## src/rtl/cbr_pkg.sv

```systemverilog
package cbr_pkg;
  typedef enum logic [1:0] {
    BK_REL  = 2'd0,
    BK_LR   = 2'd1,
    BK_COND = 2'd2,
    BK_RSVD = 2'd3
  } br_kind_e;
endpackage

```

## src/rtl/cbr_cond.sv

```systemverilog
module cbr_cond
  import cbr_pkg::*;
#(
  parameter int CR_W = 32,
  parameter int BI_W = 5
) (
  input  br_kind_e          kind,
  input  logic              wide,
  input  logic [2:0]        bo,
  input  logic [BI_W-1:0]   bi,
  input  logic [CR_W-1:0]   cr,
  output logic              legal,
  output logic              pass
);
  localparam int TOP = CR_W - 1;
  logic [BI_W-1:0] idx;
  logic            en;
  logic            tbit;

  always_comb begin
    if (kind == BK_COND)  idx = BI_W'(bi[2:0]);
    else if (wide)        idx = bi;
    else                  idx = BI_W'(bi[1:0]);
    en    = (kind == BK_COND) ? 1'b1 : bo[0];
    tbit  = cr[TOP - int'(idx)];
    pass  = !en || (tbit ^ bo[1]);
    legal = (kind == BK_REL) || (kind == BK_LR) || (kind == BK_COND && wide);
  end
endmodule

```

## src/rtl/cbr_ctr.sv

```systemverilog
module cbr_ctr
  import cbr_pkg::*;
#(
  parameter int XLEN = 64
) (
  input  br_kind_e          kind,
  input  logic              cnt_mode,
  input  logic [XLEN-1:0]   ctr,
  output logic              dec_en,
  output logic [XLEN-1:0]   ctr_dec,
  output logic              ctr_ok
);
  always_comb begin
    dec_en  = (kind == BK_REL) && cnt_mode;
    ctr_dec = ctr - XLEN'(1);
    ctr_ok  = !dec_en || (ctr_dec != '0);
  end
endmodule

```

## src/rtl/cbr_target.sv

```systemverilog
module cbr_target
  import cbr_pkg::*;
#(
  parameter int XLEN  = 64,
  parameter int OFS_W = 6,
  parameter int EXT_W = 4,
  parameter int OO_W  = 2
) (
  input  br_kind_e           kind,
  input  logic               wide,
  input  logic [OFS_W-1:0]   offs,
  input  logic [EXT_W-1:0]   ext,
  input  logic [XLEN-1:0]    pc,
  input  logic [XLEN-1:0]    lr,
  output logic [XLEN-1:0]    tgt,
  output logic [XLEN-1:0]    seq
);
  localparam int LONG_W = OFS_W + EXT_W;
  localparam int COND_W = OO_W + EXT_W;

  logic [LONG_W-1:0] f_long;
  logic [COND_W-1:0] f_cond;
  logic [XLEN-1:0]   sx_short, sx_long, sx_cond, hw_off;

  always_comb begin
    f_long   = {ext, offs};
    f_cond   = {ext, offs[OO_W-1:0]};
    sx_short = {{(XLEN-OFS_W){offs[OFS_W-1]}}, offs};
    sx_long  = {{(XLEN-LONG_W){f_long[LONG_W-1]}}, f_long};
    sx_cond  = {{(XLEN-COND_W){f_cond[COND_W-1]}}, f_cond};
    if (kind == BK_COND) hw_off = sx_cond;
    else if (wide)       hw_off = sx_long;
    else                 hw_off = sx_short;
    seq = pc + XLEN'(2);
    if (kind == BK_LR) tgt = lr & ~XLEN'(1);
    else               tgt = pc + (hw_off << 1);
  end
endmodule

```

## src/rtl/cbr_unit.sv

```systemverilog
module cbr_unit
  import cbr_pkg::*;
#(
  parameter int XLEN  = 64,
  parameter int CR_W  = 32,
  parameter int BI_W  = 5,
  parameter int OFS_W = 6,
  parameter int EXT_W = 4,
  parameter int OO_W  = 2
) (
  input  logic              clk,
  input  logic              rst,
  input  logic              in_valid,
  input  logic [1:0]        kind,
  input  logic              wide,
  input  logic [OFS_W-1:0]  offs,
  input  logic [EXT_W-1:0]  ext,
  input  logic [2:0]        bo,
  input  logic [BI_W-1:0]   bi,
  input  logic              lk,
  input  logic [XLEN-1:0]   pc,
  input  logic [CR_W-1:0]   cr,
  input  logic [XLEN-1:0]   lr,
  input  logic [XLEN-1:0]   ctr,
  output logic              out_valid,
  output logic              taken,
  output logic [XLEN-1:0]   npc,
  output logic              lr_we,
  output logic [XLEN-1:0]   lr_new,
  output logic              ctr_we,
  output logic [XLEN-1:0]   ctr_new
);
  br_kind_e        k;
  logic            legal, pass, dec_en, ctr_ok, go;
  logic [XLEN-1:0] ctr_dec, tgt, seq;

  assign k = br_kind_e'(kind);

  cbr_cond #(.CR_W(CR_W), .BI_W(BI_W)) u_cond (
    .kind(k), .wide(wide), .bo(bo), .bi(bi), .cr(cr),
    .legal(legal), .pass(pass)
  );

  cbr_ctr #(.XLEN(XLEN)) u_ctr (
    .kind(k), .cnt_mode(bo[2]), .ctr(ctr),
    .dec_en(dec_en), .ctr_dec(ctr_dec), .ctr_ok(ctr_ok)
  );

  cbr_target #(.XLEN(XLEN), .OFS_W(OFS_W), .EXT_W(EXT_W), .OO_W(OO_W)) u_tgt (
    .kind(k), .wide(wide), .offs(offs), .ext(ext), .pc(pc), .lr(lr),
    .tgt(tgt), .seq(seq)
  );

  assign go = legal && pass && ctr_ok;

  always_ff @(posedge clk) begin
    if (rst) begin
      out_valid <= 1'b0;
      taken     <= 1'b0;
      npc       <= '0;
      lr_we     <= 1'b0;
      lr_new    <= '0;
      ctr_we    <= 1'b0;
      ctr_new   <= '0;
    end else begin
      out_valid <= in_valid;
      taken     <= in_valid && go;
      npc       <= go ? tgt : seq;
      lr_we     <= in_valid && legal && lk;
      lr_new    <= seq;
      ctr_we    <= in_valid && dec_en;
      ctr_new   <= ctr_dec;
    end
  end

  // result follows a request by one cycle, and only a request
  a_r1_valid_pipe: assert property (@(posedge clk) disable iff (rst)
    in_valid |=> out_valid);
  a_r1_no_spurious: assert property (@(posedge clk) disable iff (rst)
    !in_valid |=> (!out_valid && !taken && !lr_we && !ctr_we));
  // counting never touches non-relative kinds
  a_r5_ctr_only_rel: assert property (@(posedge clk) disable iff (rst)
    (in_valid && kind != 2'd0) |=> !ctr_we);
  // a counted branch taken implies a nonzero new count
  a_r5_taken_nonzero: assert property (@(posedge clk) disable iff (rst)
    (taken && ctr_we) |-> (ctr_new != '0));
  // not taken falls through to the next halfword
  a_r10_fallthrough: assert property (@(posedge clk) disable iff (rst)
    in_valid |=> (taken || npc == $past(pc) + XLEN'(2)));
  // link-register target is halfword aligned
  a_r8_lr_align: assert property (@(posedge clk) disable iff (rst)
    (in_valid && kind == 2'd1) |=> (!taken || npc[0] == 1'b0));
  // relative linking writes the return address
  a_r9_link_rel: assert property (@(posedge clk) disable iff (rst)
    (in_valid && lk && kind == 2'd0) |=> (lr_we && lr_new == $past(pc) + XLEN'(2)));
  // conditional form in narrow mode never writes state
  a_r4_narrow_cond: assert property (@(posedge clk) disable iff (rst)
    (in_valid && kind == 2'd2 && !wide) |=> (!taken && !lr_we && !ctr_we));
endmodule

```

## config.mk

```make
export PLATFORM = sky130hd
export DESIGN_NAME = cbr_unit
export DESIGN_NICKNAME = d
export VERILOG_FILES = /design/src/rtl/cbr_pkg.sv /design/src/rtl/cbr_cond.sv /design/src/rtl/cbr_ctr.sv /design/src/rtl/cbr_target.sv /design/src/rtl/cbr_unit.sv
export SDC_FILE = /design/constraint.sdc
export NUM_CORES = 1
export LEC_CHECK = 0
export BUFFER_PORTS_ARGS = -buffer_cell sky130_fd_sc_hd__buf_2
export CAP_MARGIN = 15
export CORE_UTILIZATION = 40
export CTS_CLUSTER_DIAMETER = 60
export CTS_CLUSTER_SIZE = 28
export DETAILED_ROUTE_END_ITERATION = 8
export PLACE_DENSITY = 0.66
export REMOVE_ABC_BUFFERS = 1
export SYNTH_ARGS = -nofsm -noshare
export SYNTH_HDL_FRONTEND = slang
export SYNTH_SLANG_ARGS = --single-unit
```

## constraint.sdc

```tcl
create_clock -name clk -period 5.9 [get_ports clk]
set_input_delay 0.59 -clock clk [delete_from_list [all_inputs] [get_ports clk]]
set_output_delay 0.59 -clock clk [all_outputs]
set_load 0.02 [all_outputs]
```

# Word level (Yosys, flattened, before mapping)
# Cells that the tools add are included.
# op_classes
add_sub_neg	4
magnitude_cmp	1
eq_ne	2
muxes	10
n_bitwise	1
reduce_logical	16
# op_table
operator	n
64-bit two-way mux	2
63-bit two-way mux	2
64-bit by 2-bit adder with 64-bit output (second input constant)	1
64-bit adder	1
64-bit nonzero test	1
64-bit by 1-bit subtractor with 64-bit output (second input constant)	1
32-bit by 7-bit less-than comparator with 1-bit output (second input constant)	1
5-bit two-way mux	2
1-bit logical AND	8
5-bit by 5-bit subtractor with 6-bit output (first input constant)	1
1-bit binary-select mux with 5-bit select	1
1-bit logical OR	4
1-bit two-way mux	3
2-bit by 1-bit equality test with 1-bit output (second input constant)	1
2-bit equality test (second input constant)	1
1-bit zero test	2
2-bit zero test	1
1-bit bitwise XOR	1
# word_totals
regBits	196
in_bits	249
out_inout_bits	196
wordCells	41

# Longest topological paths before layout
# logic_depth
ltp_word	11
mapped_depth	14
ltp_nobuf	13

# Hierarchy
# Synthesis repeated with hierarchy kept, for this count alone.
# hier_totals
cells_unflattened	1664
hier_area_um2	13755.7
# by_module_without_submodules
module	instances	cells_each	area_each_um2	seq_area_each_um2
cbr_unit	1	485	6062.1	3923.8
cbr_target	1	908	5671.7	0.0
cbr_ctr	1	238	1651.6	0.0
cbr_cond	1	33	370.4	0.0

# Worst setup path after synthesis
# OpenSTA, ideal clock, no wires.
# synth_timing
path_kind	input -> register
startpoint	input port kind[1]
endpoint	register npc[52]
arrival_ns	4.445
required_ns	5.799
path_slack_ns	1.354
stages	14
path_cell_list	nor2b_1 > nor2_1 > mux2_2 > ha_1 > clkbuf_1 > nand3_1 > nor2_1 > nand4_1 > o31a_1 > o311a_1 > o31ai_1 > nand2_1 > mux2i_1 > o41ai_1
# synth_between
elab_chain_cells	11
word_cells_on_any_way	24
# synth_lines
item	line_no	source
from (decl)	cbr_unit.sv:14	input logic [1:0] kind,
2-bit equality test	n/a	
5-bit two-way mux	cbr_cond.sv:21	if (kind == BK_COND) idx = BI_W'(bi[2:0]);
5-bit by 5-bit subtractor with 6-bit output	cbr_cond.sv:25	tbit = cr[TOP - int'(idx)];
1-bit binary-select mux with 5-bit select	cbr_cond.sv:25	
1-bit two-way mux (not written as such) (2 in a row)	cbr_cond.sv:25	
1-bit bitwise XOR	cbr_cond.sv:26	pass = !en || (tbit ^ bo[1]);
1-bit logical OR	cbr_cond.sv:26	
1-bit logical AND (2 in a row)	cbr_unit.sv:54	assign go = legal && pass && ctr_ok;
64-bit two-way mux (*)	cbr_unit.sv:68	npc <= go ? tgt : seq;
to (signal assigned)	cbr_unit.sv:68	
to (decl)	cbr_unit.sv:27	output logic [XLEN-1:0] npc,
# Every way passes the cells marked *; elsewhere a longest branch is shown, timed or not. The select of a mux whose other input is x is not followed.
# A chain may end at the register's enable or synchronous reset.

# Worst setup path in the final report
# layout_timing
startpoint	input port kind[1]
endpoint	register npc[50]
# Same word-level chain as after synthesis.

==> qor.log <==
[synthesis] dominant synthesized flop cell sky130_fd_sc_hd__dfxtp_1
[sta] Peak Freq 203 MHz
[min_path] path type of the worst min-delay path primary input to flip-flop
[synthesis] number of flip-flops and latches in the synthesized netlist 196
[routing] number of routed nets with antenna violations 0
[placement] number of placed instances, taps included 2503
[clock_network] CTS tree yes
[sta] Fin. Hold Viols 0
[synthesis] fraction of the yosys area taken by sequential cells 29.4%
[cells_and_area] share of final-layout standard cells stronger than drive strength 1 25.8%
[routing] total via count in the routed design 14.5k
[synthesis] EDFF count, synth 0
[cells_and_area] final standard cell count with taps included and fillers excluded 2541
[worst_setup_path] slowest stage delay, CP 0.84 ns
[outcome] run status finished clean
[clock_network] CTS clk-pin slew, worst paths 0.08 ns
[die] core region area 32700 um2
[sta] Final Max Slew Viols 0
[power] Cell Pwr Density 249 nW/um2
[cells_and_area] synthesis-to-layout area growth 23.8%
[synthesis] share of synthesized flip-flops with an asynchronous set or reset 0%
[sta] unrepaired setup endpoints after global routing false
[global_route] global route overflow 0
[die] initial standard-cell utilization of the core 40.9%
[cells_and_area] commonest cells after routing, fill and taps aside sky130_fd_sc_hd__buf_2, sky130_fd_sc_hd__nor2_1, sky130_fd_sc_hd__dfxtp_1
[synthesis] average footprint of a synthesized cell 7.87 um2
[cells_and_area] most common library cell in the layout ignoring fill and taps sky130_fd_sc_hd__buf_2
[placement] sum of net half-perimeters after detailed placement 38400 um
[cells_and_area] core occupancy in the finished layout 50.6%
[die] Die Width 185 um
[routing] DRC 0
[placement] last weighted congestion value of the routability-driven placer 0.972
[clock_network] CTS-repair resized insts 0
[clock_network] clock sinks 196
[clock_network] Post-CTS Setup Bufs 0
[die] row cnt 66
[routing] router iterations before antenna repair 5
[cells_and_area] number of nets in the final layout 2395
[global_route] initial antenna violation count 7
[clock_network] total CTS buffers 17
[routing] total length of routed met3 wires 3280 um
[worst_setup_path] Setup CP Type primary input to flip-flop
[power] Pwr Total 4.12 mW
[clock_network] level count of the clock H-tree 4
[synthesis] Syn Std Cell Area 13400 um2
[routing] length of routed wiring on met1 22000 um
[flow_run] MaxCap Viol Count 0
[synthesis] instance count of the mapped netlist 1697
[routing] wire length on met2 23000 um
[die] overall die area 34100 um2
[synthesis] Warnings, synthesis 0
[routing] detail-routed via count per cell 5.69
[routing] 1st-iter DRT viols 1080
[global_route] wire length of the first global-routing pass 74600 um
[power] peak supply drop 0.213 mV
[sta] Final setup viols 0
[sta] Worst Max-Slew Pin Slew 1.23 ns
[sta] setup tns final 0 ns
[global_route] via count of the first global-routing pass 13.2k
[synthesis] Distinct cells, synth 86
[global_route] global routing usage summed across all routing layers 28.2%
[die] die height 185 um
[clock_network] Root Driver sky130_fd_sc_hd__clkbuf_16
[worst_setup_path] required time of the worst setup path 6.25 ns
[sta] Worst Setup Slack, final 0.980 ns
[worst_setup_path] CP Launch Type primary input
[clock_network] worst-case clock buffer depth 2
[worst_setup_path] standard cell with the maximum stage delay on the critical path sky130_fd_sc_hd__o21ai_0
[die] number of top-level pins 445
[worst_setup_path] endpoint class of the critical path flip-flop
[global_route] pin count of the biggest net entering global routing 119
[routing] highest routing layer actually used met5
[clock_network] # hold bufs at CTS 0
[sta] ratio of final minimum period to clock period 83.4%
[placement] input/output buffers 443
[worst_setup_path] critical path fanouts, max 43
[routing] Routed WL 49400 um
[worst_setup_path] Crit path arrival time 5.27 ns
[routing] wire length per cell 19.5 um
[sta] Relative slew margins 17.4%
[placement] pre-CTS setup slack 0.663 ns
[sta] final critical-path required period 4.92 ns
[worst_setup_path] cells traversed along the worst timing path buf_2 -> nor2b_1 -> nor2_1 -> mux2_2 -> buf_4 -> ha_1 -> and3_1 -> nand4_1 -> or2_2 -> o311a_1 -> o21ai_0 -> nand3_1 -> mux2i_1 -> a32o_1
[power] Lkg Pwr 7.28 nW
==> final timing paths <==
kind                  slack [ns]  endpoint     from  depth (start not counted)
worst min-delay path        0.34     lr_we       lk                          3
worst max-delay path        0.98   npc[50]  kind[1]                         14
==> metrics by stage <==
| stage | area [um2] | hold WS [ns] |
|---|---|---|
| global route | 16500 | 0.345 |
| CTS | 16500 | 0.325 |
| floorplan | 13000 | 0.656 |
| global placement | 15900 | 0.819 |
| finish | 16500 | 0.344 |
| detailed placement | 15900 | 0.825 |
==> worst max-delay path: cells and delay by family <==
kind | cells | cell delay (ns)
AO/OA/AOI/OAI | 3 | 1.50
buffers and inverters | 2 | 0.70
multiplexers | 2 | 0.63
adder cells (fa/ha/maj) | 1 | 0.37
AND/OR/NAND/NOR | 6 | 1.46
==> state kept, by name (all words and copies together), names as in the netlist <==
signal,cells
ctr_new,64
lr_new,64
npc,64
ctr_we,1
lr_we,1
out_valid,1
taken,1
==> logic make-up after synthesis <==
family          synth area share (%)
mux                             2.83
xor+xnor                        9.24
fa+ha+maj                       6.24
buf+inv                         4.00
flops                           29.4
compound gates                  22.1
simple gates                    26.3
==> final cells by class <==
class / instances / area (um2)
Fill cell: 3247 / 16200
Clock inverter: 15 / 215
Tap cell: 442 / 553
Sequential cell: 196 / 3920
Multi-Input combinational cell: 1370 / 8920
Timing Repair Buffer: 456 / 2330
Antenna cell: 6 / 15.0
Inverter: 39 / 146
Clock buffer: 17 / 425
==> cells in the mapped netlist (9+ instances only) <==
| master | count | area (um2) |
|---|---|---|
| sky130_fd_sc_hd__mux2i_1 | 13 | 130 |
| sky130_fd_sc_hd__o31ai_1 | 36 | 270 |
| sky130_fd_sc_hd__o211ai_1 | 9 | 67.6 |
| sky130_fd_sc_hd__a31oi_1 | 19 | 119 |
| sky130_fd_sc_hd__and3_1 | 26 | 163 |
| sky130_fd_sc_hd__xnor2_1 | 73 | 639 |
| sky130_fd_sc_hd__o21a_1 | 9 | 67.6 |
| sky130_fd_sc_hd__o21ai_0 | 60 | 300 |
| sky130_fd_sc_hd__and2_1 | 23 | 144 |
| sky130_fd_sc_hd__a21oi_1 | 139 | 696 |
| sky130_fd_sc_hd__nor2_1 | 205 | 769 |
| sky130_fd_sc_hd__nor4_1 | 19 | 119 |
| sky130_fd_sc_hd__nor2b_1 | 12 | 75.1 |
| sky130_fd_sc_hd__ha_1 | 65 | 813 |
| sky130_fd_sc_hd__clkbuf_1 | 70 | 263 |
| sky130_fd_sc_hd__or3_1 | 34 | 213 |
| sky130_fd_sc_hd__xor2_1 | 68 | 596 |
| sky130_fd_sc_hd__nor3_1 | 45 | 225 |
| sky130_fd_sc_hd__nand4_1 | 45 | 282 |
| sky130_fd_sc_hd__a21o_1 | 36 | 270 |
| sky130_fd_sc_hd__a221oi_2 | 9 | 135 |
| sky130_fd_sc_hd__o21bai_1 | 14 | 105 |
| sky130_fd_sc_hd__a211oi_1 | 26 | 195 |
| sky130_fd_sc_hd__nand2_1 | 151 | 567 |
| sky130_fd_sc_hd__nand3_1 | 57 | 285 |
| sky130_fd_sc_hd__inv_1 | 39 | 146 |
| sky130_fd_sc_hd__or2_2 | 10 | 62.6 |
| sky130_fd_sc_hd__nand2b_1 | 18 | 113 |
| sky130_fd_sc_hd__or4_1 | 17 | 128 |
| sky130_fd_sc_hd__buf_2 | 16 | 80.1 |
| sky130_fd_sc_hd__mux4_2 | 9 | 203 |
| sky130_fd_sc_hd__dfxtp_1 | 196 | 3920 |
==> per-layer routing <==
metal	GRT usage [%]	vias up
met5	0	-
met4	9.02	4
met3	5.04	76
met2	46.2	545
met1	37.3	6838
li1	-	6998
==> power breakdown <==
part / total, mW / leakage, nW / switching, mW / internal (mW)
combinational: 1.38 / 5.35 / 0.872 / 0.508
clock: 1.28 / 0.306 / 0.593 / 0.689
sequential: 1.46 / 1.63 / 0.0287 / 1.43
Note: power is estimated with default switching activity, not from simulation.
